--- src/rtl/scan_pkg.sv ---
`timescale 1ns/1ps
package scan_pkg;

    typedef enum logic {
        SQ_IDLE = 1'b0,
        SQ_SEND = 1'b1
    } sq_state_e;

    // packed LSB first: en bit0, trig_en bit1, go bit2, region bit3, burst bit4
    typedef struct packed {
        logic burst;
        logic region;
        logic go;
        logic trig_en;
        logic en;
    } scan_ctrl_t;

    localparam int unsigned CTRL_FIELDS   = 5;
    localparam int unsigned CTRL_BUSY_BIT = 5;

    localparam logic [1:0] SEL_CTRL = 2'd0;
    localparam logic [1:0] SEL_LO   = 2'd1;
    localparam logic [1:0] SEL_HI   = 2'd2;

endpackage

--- src/rtl/scan_regs.sv ---
`timescale 1ns/1ps
module scan_regs
    import scan_pkg::*;
#(
    parameter int unsigned ADDR_W = 16
) (
    input  logic              clk,
    input  logic              rst_n,
    input  logic              wr_en,
    input  logic [1:0]        wr_sel,
    input  logic [ADDR_W-1:0] wr_data,
    input  logic [1:0]        rd_sel,
    output logic [ADDR_W-1:0] rd_data,
    input  logic              crc_en,
    input  logic              crc_go,
    input  logic              seq_idle,
    input  logic              step,
    output scan_ctrl_t        ctrl,
    output logic [ADDR_W-1:0] lo_addr,
    output logic [ADDR_W-1:0] hi_addr,
    output logic              exhausted
);

    localparam logic [ADDR_W-1:0] ADDR_ONE = ADDR_W'(1);

    typedef struct packed {
        scan_ctrl_t        ctrl;
        logic [ADDR_W-1:0] lo;
        logic [ADDR_W-1:0] hi;
    } regs_t;

    regs_t regs_d, regs_q;
    logic  wrap;
    logic  hw_clr;

    always_comb begin
        regs_d    = regs_q;
        exhausted = regs_q.lo > regs_q.hi;
        wrap      = step && (regs_q.lo == '1);
        hw_clr    = !crc_go || (exhausted && seq_idle) || wrap;

        if (step) begin
            regs_d.lo = regs_q.lo + ADDR_ONE;
        end

        if (wr_en) begin
            case (wr_sel)
                SEL_CTRL: begin
                    regs_d.ctrl.en      = wr_data[0];
                    regs_d.ctrl.trig_en = wr_data[1];
                    regs_d.ctrl.go      = wr_data[2] && crc_en && crc_go;
                    regs_d.ctrl.region  = wr_data[3];
                    regs_d.ctrl.burst   = wr_data[4];
                end
                SEL_LO:  regs_d.lo = wr_data;
                SEL_HI:  regs_d.hi = wr_data;
                default: ;
            endcase
        end

        if (hw_clr) begin
            regs_d.ctrl.go = 1'b0;
        end
    end

    always_ff @(posedge clk or negedge rst_n) begin
        if (!rst_n) begin
            regs_q <= '0;
        end else begin
            regs_q <= regs_d;
        end
    end

    always_comb begin
        rd_data = '0;
        case (rd_sel)
            SEL_CTRL: begin
                rd_data[CTRL_FIELDS-1:0] = regs_q.ctrl;
                rd_data[CTRL_BUSY_BIT]   = !seq_idle;
            end
            SEL_LO:  rd_data = regs_q.lo;
            SEL_HI:  rd_data = regs_q.hi;
            default: rd_data = '0;
        endcase
    end

    assign ctrl    = regs_q.ctrl;
    assign lo_addr = regs_q.lo;
    assign hi_addr = regs_q.hi;

endmodule

--- src/rtl/scan_req_policy.sv ---
`timescale 1ns/1ps
module scan_req_policy
    import scan_pkg::*;
(
    input  scan_ctrl_t ctrl,
    input  logic       crc_ready,
    input  logic       trig,
    input  logic       exhausted,
    input  logic       seq_idle,
    output logic       req
);

    logic armed;
    logic want;

    always_comb begin
        armed = ctrl.en && ctrl.go && seq_idle && !exhausted;
        if (ctrl.burst) begin
            want = 1'b1;
        end else if (ctrl.trig_en) begin
            want = crc_ready && trig;
        end else begin
            want = crc_ready;
        end
        req = armed && want;
    end

endmodule

--- src/rtl/scan_seq.sv ---
`timescale 1ns/1ps
module scan_seq
    import scan_pkg::*;
#(
    parameter int unsigned DATA_W = 16
) (
    input  logic              clk,
    input  logic              rst_n,
    input  logic              req,
    input  logic              gnt,
    input  logic [DATA_W-1:0] mem_rdata,
    input  logic              crc_ready,
    output logic              crc_valid,
    output logic [DATA_W-1:0] crc_data,
    output logic              step,
    output logic              idle
);

    typedef struct packed {
        sq_state_e         st;
        logic [DATA_W-1:0] word;
    } seq_t;

    seq_t seq_d, seq_q;

    always_comb begin
        seq_d     = seq_q;
        crc_valid = 1'b0;
        step      = 1'b0;
        if (seq_q.st == SQ_IDLE) begin
            if (req && gnt) begin
                seq_d.st   = SQ_SEND;
                seq_d.word = mem_rdata;
            end
        end else begin
            if (crc_ready) begin
                crc_valid = 1'b1;
                step      = 1'b1;
                seq_d.st  = SQ_IDLE;
            end
        end
    end

    always_ff @(posedge clk or negedge rst_n) begin
        if (!rst_n) begin
            seq_q <= '{st: SQ_IDLE, word: '0};
        end else begin
            seq_q <= seq_d;
        end
    end

    assign crc_data = seq_q.word;
    assign idle     = (seq_q.st == SQ_IDLE);

endmodule

--- src/rtl/mem_scan_crc_ctrl.sv ---
`timescale 1ns/1ps
module mem_scan_crc_ctrl
    import scan_pkg::*;
#(
    parameter int unsigned ADDR_W = 16,
    parameter int unsigned DATA_W = 16
) (
    input  logic              clk,
    input  logic              rst_n,
    input  logic              reg_wr_en,
    input  logic [1:0]        reg_wr_sel,
    input  logic [ADDR_W-1:0] reg_wr_data,
    input  logic [1:0]        reg_rd_sel,
    output logic [ADDR_W-1:0] reg_rd_data,
    output logic              arb_req,
    input  logic              arb_gnt,
    output logic [ADDR_W-1:0] mem_addr,
    output logic              mem_region,
    input  logic [DATA_W-1:0] mem_rdata,
    input  logic              crc_en,
    input  logic              crc_go,
    input  logic              crc_ready,
    output logic              crc_valid,
    output logic [DATA_W-1:0] crc_data,
    input  logic              scan_trig
);

    scan_ctrl_t        ctrl_q;
    logic [ADDR_W-1:0] lo_addr;
    logic [ADDR_W-1:0] hi_addr;
    logic              exhausted;
    logic              seq_idle;
    logic              seq_step;

    scan_regs #(.ADDR_W(ADDR_W)) regs_i (
        .clk       (clk),
        .rst_n     (rst_n),
        .wr_en     (reg_wr_en),
        .wr_sel    (reg_wr_sel),
        .wr_data   (reg_wr_data),
        .rd_sel    (reg_rd_sel),
        .rd_data   (reg_rd_data),
        .crc_en    (crc_en),
        .crc_go    (crc_go),
        .seq_idle  (seq_idle),
        .step      (seq_step),
        .ctrl      (ctrl_q),
        .lo_addr   (lo_addr),
        .hi_addr   (hi_addr),
        .exhausted (exhausted)
    );

    scan_req_policy policy_i (
        .ctrl      (ctrl_q),
        .crc_ready (crc_ready),
        .trig      (scan_trig),
        .exhausted (exhausted),
        .seq_idle  (seq_idle),
        .req       (arb_req)
    );

    scan_seq #(.DATA_W(DATA_W)) seq_i (
        .clk       (clk),
        .rst_n     (rst_n),
        .req       (arb_req),
        .gnt       (arb_gnt),
        .mem_rdata (mem_rdata),
        .crc_ready (crc_ready),
        .crc_valid (crc_valid),
        .crc_data  (crc_data),
        .step      (seq_step),
        .idle      (seq_idle)
    );

    assign mem_addr   = lo_addr;
    assign mem_region = ctrl_q.region;

endmodule

--- config.mk ---
export PLATFORM = sky130hd
export DESIGN_NAME = mem_scan_crc_ctrl
export DESIGN_NICKNAME = d
export VERILOG_FILES = /design/src/rtl/scan_pkg.sv /design/src/rtl/scan_regs.sv /design/src/rtl/scan_req_policy.sv /design/src/rtl/scan_seq.sv /design/src/rtl/mem_scan_crc_ctrl.sv
export SDC_FILE = /design/constraint.sdc
export NUM_CORES = 1
export LEC_CHECK = 0
export BUFFER_PORTS_ARGS = -buffer_cell sky130_fd_sc_hd__buf_2
export CAP_MARGIN = 20
export CORE_ASPECT_RATIO = 1.75
export CORE_MARGIN = 1.5
export CORE_UTILIZATION = 45
export CTS_CLUSTER_DIAMETER = 100
export DETAILED_ROUTE_END_ITERATION = 8
export PLACE_DENSITY = 0.82
export SLEW_MARGIN = 20
export SYNTH_ARGS = -nofsm -noshare
export SYNTH_HDL_FRONTEND = slang
export SYNTH_SLANG_ARGS = --single-unit
--- constraint.sdc ---
create_clock -name clk -period 3.28 [get_ports clk]
set_clock_uncertainty 0.1 [all_clocks]
set_input_delay 0.984 -clock clk [delete_from_list [all_inputs] [get_ports clk]]
set_output_delay 0.984 -clock clk [all_outputs]
set_load 0.01 [all_outputs]
==> flow_summary.json <==
{
  "clk_latency_ps": 300,
  "wirelength_um": 8090,
  "core-area_mm2": 0.00691,
  "path_cells": "inv_2 -> ha_4 -> nand4_4 -> nor4_4 -> a21boi_2 -> and2b_1 -> a22o_1 -> and2_1 -> buf_2",
  "io_buffers": 94,
  "critPathKind": "reg2out",
  "dp_cells": 479,
  "worstPathArrival_ps": 2350,
  "multi_input_area_mm2": 0.00170,
  "yosysWarnings": 0,
  "synthAdderAreaFrac": 0.0815,
  "synth_xor_area_frac": 0.0407,
  "cp_data_required_time_ps": 2200,
  "start_kind": "flip-flop",
  "synth-simple-area-share": 0.147,
  "num_rows": 40,
  "cts.clk_slew.worst_paths_ps": 70,
  "die_h_um": 115,
  "leakage_nw": 2.01,
  "synthMuxAreaShare": 0.140,
  "min_path_type": "reg2reg",
  "netlist_area_mm2": 0.00323,
  "ir_worst_vdd_mv": 0.451,
  "dr.first_iter.drc_count": 149,
  "setup_viol": 1,
  "period_minus_slack_ps": 3440,
  "cts_max_path_buffers": 2,
  "place_congestion": 0.837,
  "grt_max_degree": 33,
  "avgRoutedWirePerCell_um": 16.3,
  "drive_gt1_frac": 0.440,
  "fillers": 602,
  "antennaDiodeCount": 0,
  "dr_total_vias": 2685,
  "tightest_slew_ps": 690,
  "cp_slowest_cell": "dfrtp_1",
  "violations": "setup timing",
  "post-route-period-util": 1.05,
  "die-area_mm2": 0.00771,
  "io-pin-count": 95,
  "final.setup.worst_slack_ps": -155,
  "syn-num-nets": 370,
  "cp_slowest_stage_delay_ps": 390,
  "fmax_mhz": 291,
  "numClockSinks": 54,
  "synth.avg_cell_area_um2": 10.6,
  "synth_cell_types": 42,
  "drc_errors": 0,
  "relSlewSlack": 0.540,
  "worstPathBufferInverterCount": 2,
  "h-tree-depth": 2,
  "synthToLayoutAreaGrowth_pct": 27.2,
  "maxCapViolCount": 0,
  "via_per_inst": 5.42,
  "grtUsageTotal": 0.224,
  "async_flop_share": 1.00,
  "synth_cells": 305,
  "synth_compound_area_frac": 0.0950,
  "firstDrtPassIters": 6,
  "numCtsBuffers": 5,
  "grt_pass1_vias": 2855,
  "hold_ws_ps": 410,
  "rsz0062_at_grt": "yes",
  "clockRootBuffer": "clkbuf_16",
  "antenna_found_initial": 0,
  "timing.critical_path.fanout_max": 3,
  "cts_hold_buffers": 0,
  "cts_tree": "done",
  "overflow": 0,
  "die_w_um": 67,
  "path_delay_family": "simple AND/OR/NAND/NOR gates",
  "hpwlAfterDp_um": 5980,
  "hold_viol": 0,
  "pwr_density_cell_mw_per_mm2": 503,
  "yosys_register_bits": 54,
  "drv_slew": 0,
  "outcome": "complete, but fails checks",
  "grt_pass1_wl_um": 13100,
  "synth_top_family_by_area": "simple AND/OR/NAND/NOR gates",
  "synth_edf_count": 0,
  "crit_path_end_kind": "output port",
  "nets": 475,
  "start_util": 0.467,
  "ant_nets": 0,
  "utilization": 0.594,
  "seqCellArea_mm2": 0.00135,
  "stdcell_count": 495,
  "synth-seq-area-share": 0.419,
  "synth_ff_type": "dfrtp_1"
}
## power by group
group	total, mW	internal, mW	switching, mW
registers	0.833	0.757	0.0752
clock network	0.541	0.303	0.238
logic	0.690	0.345	0.345
total	2.06	1.41	0.658
## repair_timing
action | CTS | global route
endpoints found under the setup margin | 1 | 1
pin swaps | 4 | 2
resized for setup | 2 | 7
buffers inserted | 5 | 3
cloned | 0 | 0
## area by class of cell
type | count | area share
timing repair buffer | 124 | 0.176
clock buffer | 6 | 0.0339
sequential | 54 | 0.329
tap | 84 | 0.0256
inverter | 19 | 0.0174
clock inverter | 2 | 0.00305
multi-input combinational | 206 | 0.415
## through the flow
stage | area (um^2) | worst slack [ps] | TNS [ps] | total power, mW
finish | 4100 | -155 | -155 | 2.06
global route | 4100 | -277 | -277 | 2.19
CTS | 4020 | -180 | -180 | 2.02
detailed placement | 3820 | 82.4 | 0 | 1.45
global placement | 3820 | 152 | 0 | 1.42
floorplan | 3230 | 205 | 0 | 1.20
## flip-flops by register name, summed over array words and instances, names as in the netlist
register and count:
regs_i.ctrl 5, seq_i.crc_data 16, regs_i.lo_addr 16, seq_i.seq_q 1, regs_i.hi_addr 16
## logic make-up (layout without fill, tap and decap cells)
family                   after synthesis  count (layout)
AO/OA/AOI/OAI                         46              46
AND/OR/NAND/NOR                       87              87
flip-flops                            54              54
XOR/XNOR                              15              15
adder cells (fa/ha/maj)               21              21
buffers and inverters                 45             151
multiplexers                          37              37
## layout by cell type (no fill, tap or decap), drive strengths merged, types with 3 or more instances in the layout
cell    synthesis  routed
nand3b          3       3
nor2           30      30
clkbuf          8       6
a22oi          10      10
nand4           7       7
nor3            3       3
nand3           9       9
nand2           9       9
o21ai           3       3
buf            18     124
xor2           10      10
inv            19      19
dfrtp          54      54
mux2           36      36
a222oi          6       6
a21oi          22      22
ha             21      21
xnor2           5       5
nor2b          11      11
## cells in the mapped netlist, types with 2 or more instances
cell	count	area, um^2
xor2_1	10	87.6
a21oi_1	22	110
nor2_1	30	113
ha_1	21	263
nand2b_1	2	12.5
nand4_1	6	37.5
buf_4	16	120
and3_1	2	12.5
o21ai_0	3	15.0
nand3b_1	3	22.5
nor2b_1	11	68.8
a222oi_1	6	60.1
nand2_1	8	30.0
dfrtp_1	54	1350
mux2_2	26	293
inv_1	19	71.3
xnor2_1	5	43.8
mux2_4	10	150
and2_1	2	12.5
nor3_1	3	15.0
nand3_1	9	45.0
a22oi_1	10	75.1
clkbuf_1	8	30.0
## worst paths after layout
| check | from | endpoint | slack [ps] | depth (start not counted) |
|---|---|---|---|---|
| max in group asynchronous | rst_n | regs_i.hi_addr[15] | 1790 | 2 |
| worst max register to register | regs_i.hi_addr[13] | seq_i.crc_data[4] | 700 | 8 |
| worst min-delay path | seq_i.crc_data[3] | seq_i.crc_data[3] | 410 | 1 |
| min in group asynchronous | rst_n | seq_i.crc_data[9] | 630 | 1 |
| worst max-delay path | regs_i.hi_addr[12] | arb_req | -160 | 9 |
| worst min register to register | seq_i.crc_data[3] | seq_i.crc_data[3] | 410 | 1 |
## metal layers
layer  vias up  routed length, um  share of wire  global-route usage
li1       1268                  -              -                   -
met1      1293               2960           0.37               0.252
met2       105               4290           0.53               0.385
met3        19                548          0.068              0.0558
met4         0                286          0.035               0.109
met5         -                  0              0                   0
Power figures use the tool's default switching activity.
